==> src/rtl/dma_run_ctl.sv <==
module dma_run_ctl #(
  parameter int CNT_W = 24,
  parameter int BLK_W = 16,
  parameter int TAIL  = 3
) (
  input  logic             clk,
  input  logic             rst_n,
  input  logic             standby,
  input  logic             nmi,
  input  logic             act_wr,
  input  logic             act_wdata,
  input  logic             cnt_wr,
  input  logic [CNT_W-1:0] cnt_wdata,
  input  logic             mode_wr,
  input  logic [1:0]       mode_wdata,
  input  logic             bus_busy,
  input  logic             xfer_end,
  input  logic             blk_end,
  input  logic             ovf_req,
  output logic             active,
  output logic [CNT_W-1:0] count,
  output logic [1:0]       mode,
  output logic             done,
  output logic [1:0]       done_cause
);
  localparam int TAIL_W = $clog2(TAIL + 1);
  localparam logic [1:0] M_BLK = 2'd1, M_BURST = 2'd2;
  localparam logic [1:0] C_CNT = 2'd0, C_OVF = 2'd1, C_NMI = 2'd2, C_SW = 2'd3;

  logic              pend;
  logic [TAIL_W-1:0] tail;

  wire             is_blk   = (mode == M_BLK);
  wire             is_burst = (mode == M_BURST);
  wire             bound    = is_blk ? blk_end : xfer_end;
  wire [BLK_W-1:0] blk_cnt  = count[BLK_W-1:0];
  wire             last     = is_blk ? (blk_cnt == BLK_W'(1)) : (count == CNT_W'(1));
  wire             cnt_stop = bound & last;
  wire             ovf_stop = bound & ovf_req;
  wire             sw_point = is_blk   ? blk_end :
                              is_burst ? ((xfer_end && tail == TAIL_W'(1)) || !bus_busy) :
                                         (xfer_end || !bus_busy);
  wire             sw_stop  = pend & sw_point;
  wire             hw_stop  = active & (nmi | cnt_stop | ovf_stop | sw_stop);
  wire [1:0]       cause    = nmi ? C_NMI : cnt_stop ? C_CNT : ovf_stop ? C_OVF : C_SW;

  always_ff @(posedge clk or negedge rst_n) begin
    if (!rst_n) begin
      count <= '0;
      mode  <= '0;
    end else if (!active) begin
      if (cnt_wr)  count <= cnt_wdata;
      if (mode_wr) mode  <= mode_wdata;
    end else if (bound) begin
      if (is_blk) count[BLK_W-1:0] <= blk_cnt - BLK_W'(1);
      else        count            <= count - CNT_W'(1);
    end
  end

  always_ff @(posedge clk or negedge rst_n) begin
    if (!rst_n) begin
      active <= 1'b0; pend <= 1'b0; tail <= '0; done <= 1'b0; done_cause <= '0;
    end else if (standby) begin
      active <= 1'b0; pend <= 1'b0; tail <= '0; done <= 1'b0;
    end else begin
      done <= hw_stop;
      if (hw_stop) begin
        active     <= 1'b0;
        pend       <= 1'b0;
        tail       <= '0;
        done_cause <= cause;
      end else if (!active) begin
        if (act_wr && act_wdata) active <= 1'b1;
      end else if (act_wr && !act_wdata && !pend) begin
        pend <= 1'b1;
        tail <= TAIL_W'(TAIL);
      end else if (pend && is_burst && xfer_end) begin
        tail <= tail - TAIL_W'(1);
      end
    end
  end

  AST_STBY_CLEARS: assert property (@(posedge clk) disable iff (!rst_n)
    standby |=> !active && !done);
  AST_DONE_AFTER_FALL: assert property (@(posedge clk) disable iff (!rst_n)
    done |-> !active && $past(active));
  AST_DONE_SINGLE: assert property (@(posedge clk) disable iff (!rst_n)
    done |=> !done);
  AST_CFG_FROZEN: assert property (@(posedge clk) disable iff (!rst_n)
    (active && $past(active)) |-> $stable(mode));
  AST_BLK_SIZE_HOLD: assert property (@(posedge clk) disable iff (!rst_n)
    (active && is_blk && $past(active)) |-> $stable(count[CNT_W-1:BLK_W]));
  AST_BLK_UNBROKEN: assert property (@(posedge clk) disable iff (!rst_n)
    (active && is_blk && !blk_end && !nmi && !standby) |=> active);
endmodule

==> config.mk <==
export PLATFORM = sky130hd
export DESIGN_NAME = dma_run_ctl
export DESIGN_NICKNAME = d
export VERILOG_FILES = /design/src/rtl/dma_run_ctl.sv
export SDC_FILE = /design/constraint.sdc
export NUM_CORES = 1
export LEC_CHECK = 0
export BUFFER_PORTS_ARGS = -buffer_cell sky130_fd_sc_hd__buf_2
export CAP_MARGIN = 20
export CELL_PAD_IN_SITES_DETAIL_PLACEMENT = 1
export CELL_PAD_IN_SITES_GLOBAL_PLACEMENT = 1
export CORE_ASPECT_RATIO = 0.9
export CORE_UTILIZATION = 38
export CTS_CLUSTER_DIAMETER = 50
export DETAILED_ROUTE_END_ITERATION = 16
export HOLD_SLACK_MARGIN = 0.05
export PLACE_DENSITY_LB_ADDON = 0.1
export RECOVER_POWER = 100
export SLEW_MARGIN = 20
export SYNTH_ARGS = -nofsm -noshare
export SYNTH_HDL_FRONTEND = slang
export SYNTH_SLANG_ARGS = --single-unit
==> constraint.sdc <==
create_clock -name clk -period 2.3 [get_ports clk]
set_input_delay 0.115 -clock clk [delete_from_list [all_inputs] [get_ports clk]]
set_output_delay 0.115 -clock clk [all_outputs]
set_load 0.02 [all_outputs]
==> results.py <==
metrics = {
    "job": {
        "maxCapViolCount": 0,
    },
    "global_routing": {
        "grt_pass1_wl_um": 10380,
        "use_met2": 0.3627,
        "grt_pass1_vias": 2062,
        "grt_use_total": 0.2273,
        "grt_max_degree": 34,
        "grt_overflow": 0,
        "grt_use_met1": 0.3195,
        "grt-busiest-layer": "met2",
        "antenna_found_initial": 0,
        "use_met3": 0.04049,
    },
    "worst_setup_path": {
        "arrival_ns": 2.32,
        "cp_top_family": "compound AO/OA/AOI/OAI gates",
        "slowest_stage": "mux2_1",
        "crit_path_max_incr_delay_ns": 0.51,
        "end_kind": "register",
        "critPathMaxFanout": 8,
        "critPathRequiredTime_ns": 2.48,
        "worstSetupPathType": "register to register",
        "cp_cell_sequence": "nand2b_2 > mux2_1 > a21oi_2 > clkbuf_1 > a21oi_1 > o22a_1",
        "critPathLaunchType": "register",
        "critPathBufInv": 1,
    },
    "timing": {
        "rsz0062_at_grt": "no",
        "finalCritPeriodShare": 0.9315,
        "finalSetupViolCount": 0,
        "drv_slew": 0,
        "finClkSkew_ns": 0.007074,
        "whs_ns": 0.05897,
        "finalHoldViolCount": 0,
        "worst_pin_slew_ns": 0.8852,
        "fmax_mhz": 466.7,
        "fin_setup_tns_ns": 0,
        "fin_crit_ns": 2.143,
        "relSlewSlack": 0.4099,
    },
    "floorplan": {
        "dieArea_um2": 6104,
        "ios": 68,
        "row_count": 25,
        "core-area_um2": 5411,
        "die_h_um": 74.22,
        "fp.dieW_um": 82.24,
        "start_util": 0.4069,
    },
    "power": {
        "swShare": 0.3880,
        "seqPwrFrac": 0.444,
        "p_int_uw": 1091,
        "p_per_area_nw_per_um2": 671.6,
        "peakVddDrop_mv": 0.3264,
        "comb_power_share": 0.309,
        "p_leak_uw": 0.001114,
        "p_switching_uw": 691.6,
        "power_frac_clock": 0.246,
        "finalPower_uw": 1782,
    },
    "yosys": {
        "synthCells": 243,
        "yosysTopAreaCell": "dfrtp_1",
        "synth_nets": 284,
        "yosysSeqAreaShare": 0.3750,
        "syn_avg_cell_area_um2": 9.062,
        "synth_area_um2": 2202,
        "synth-edff-count": 0,
        "synth_most_common_cell": "dfrtp_1",
        "yosysWarnings": 0,
        "ys_ff_latch": 33,
        "synthArstFlopShare": 1.000,
        "synth_top_area_frac": 0.3750,
        "ys.flop_type": "dfrtp_1",
        "synth_area_leaders": "dfrtp_1 (38%), a21oi_1 (4.5%), o22a_1 (4.4%), nand2_1 (3.6%), nor2_1 (3.1%)",
        "synth_cell_types": 59,
        "synth_common_cells": "dfrtp_1 (33), nand2_1 (21), a21oi_1 (20)",
    },
    "cells_and_area": {
        "drive_gt1_frac": 0.2222,
        "fillerInstances": 701,
        "n_antenna_cell": 0,
        "multiInputGateArea_um2": 1229,
        "post-route-util": 0.4904,
        "finalNonFillerCells": 382,
        "layout.nets": 355,
        "seqCellArea_um2": 827.0,
        "syn_to_final_growth_pct": 20.51,
    },
    "placed_design": {
        "routabilityCongestion": 0.8102,
        "io_buffers": 67,
        "dp_hpwl_um": 4817,
        "post-place-cells": 372,
    },
    "drt": {
        "drt-initial-drc-count": 58,
        "ant_nets": 0,
        "vias_per_cell": 5.717,
        "wl_per_cell_um": 16.87,
        "drc": 0,
        "wirelength_um": 6443,
        "via_count": 2184,
        "dr.pass1.iters": 4,
    },
    "clock_tree": {
        "clock_sinks": 33,
        "htree_num_levels": 2,
        "cts_tree": "done",
        "clock_tree.buffer_depth": 2,
        "cts-root-buf": "clkbuf_8",
        "cts_buffers": 5,
        "clk_pin_slew_ns": 0.07,
        "clkLatencyLatePin_ns": 0.29,
    },
    "run_status": {
        "status": "finished clean",
    },
    "worst_hold_path": {
        "min_path_type": "primary input to register",
    },
}
-- power by group through the flow --
stage / Clock [µW] / Combinational (µW) / Sequential [µW]
after floorplan: 0 / 272 / 885
after global placement: 0 / 580 / 800
after detailed placement: 0 / 587 / 806
after CTS: 453 / 592 / 794
after global routing: 474 / 607 / 812
final: 439 / 552 / 792
-- layout make-up --
type,instances,area share
multi-input cells,184,0.4630
flip-flops and latches,33,0.3116
repair buffers,80,0.1485
well taps,67,0.03159
clock buffers,6,0.02735
inverters,10,0.01414
clock inverters,2,0.003772
-- per-layer routing --
metal | part of all wire | wire length (µm)
met5 | 0 | 0
met2 | 0.46 | 2936
met1 | 0.50 | 3196
met4 | 0.0082 | 53
met3 | 0.040 | 255
-- sequential cells by signal (all words and copies together), names as in the netlist --
name        count
pend            1
done            1
mode            2
count          24
active          1
tail            2
done_cause      2
-- cells in the final DEF (no fill, tap or decap), types with 2 or more instances in the layout --
master / Yosys / final
xor2_1: 4 / 4
o22a_1: 11 / 11
a211oi_1: 5 / 5
a2bb2oi_1: 4 / 4
nand3b_1: 4 / 4
dlygate4sd3_1: 0 / 2
a21oi_1: 20 / 20
a31oi_1: 6 / 7
buf_2: 4 / 36
clkinv_2: 0 / 2
or3_1: 4 / 4
buf_4: 1 / 9
mux2_2: 4 / 3
nor3b_1: 2 / 2
o22ai_1: 5 / 5
a41oi_1: 3 / 3
clkbuf_2: 0 / 2
inv_1: 10 / 10
clkbuf_1: 9 / 32
o21ai_0: 6 / 7
ha_1: 3 / 3
dfrtp_1: 33 / 32
nand3_1: 4 / 4
o211ai_1: 2 / 2
nand2_1: 21 / 21
nor2_1: 18 / 18
nor2b_1: 7 / 7
clkbuf_8: 0 / 5
nand4b_1: 5 / 5
nand2b_1: 2 / 2
and3_1: 4 / 4
nor4_2: 1 / 2
nor4_1: 3 / 3
a22oi_1: 2 / 2
mux2i_1: 3 / 3
nand4_1: 3 / 3
-- cell families (layout without fill, tap and decap cells) --
kind of cell | count (synthesis) | after routing | share of synthesized area
AOI/OAI and AO/OA | 81 | 81 | 0.2727
xor gates and xnor gates | 4 | 4 | 0.01591
adders and majority gates | 3 | 3 | 0.01705
buffers and inverters | 26 | 98 | 0.04830
DFF | 33 | 33 | 0.3750
muxes | 7 | 7 | 0.03409
and+or+nand+nor | 89 | 89 | 0.2369
-- what timing repair did --
item / CTS / global route
setup buffers: 0 / 0
hold buffers: 2 / 0
setup endpoints to repair: 0 / 1
gates resized for setup: 0 / 1
endpoints found under the hold margin: 34 / 0
-- final timing paths --
path                                    start       endpoint  slack, ns  cells past startpoint
worst max-delay path                  mode[1]      count[10]       0.16                      6
worst min-delay path            mode_wdata[1]        mode[1]       0.06                      2
worst max register to register        mode[1]      count[10]       0.16                      6
worst min register to register  done_cause[0]  done_cause[0]       0.55                      2
max in group asynchronous               rst_n         active       1.21                      2
min in group asynchronous               rst_n      count[13]       0.47                      2
-- stage by stage --
step                      area [µm²]  setup slack [ns]
after floorplan                 2202            0.2431
after global placement          2636            0.2218
after detailed placement        2636            0.1632
after CTS                       2739            0.1546
after global routing            2654           0.04185
final                           2654            0.1574
Power figures use the tool's default switching activity.
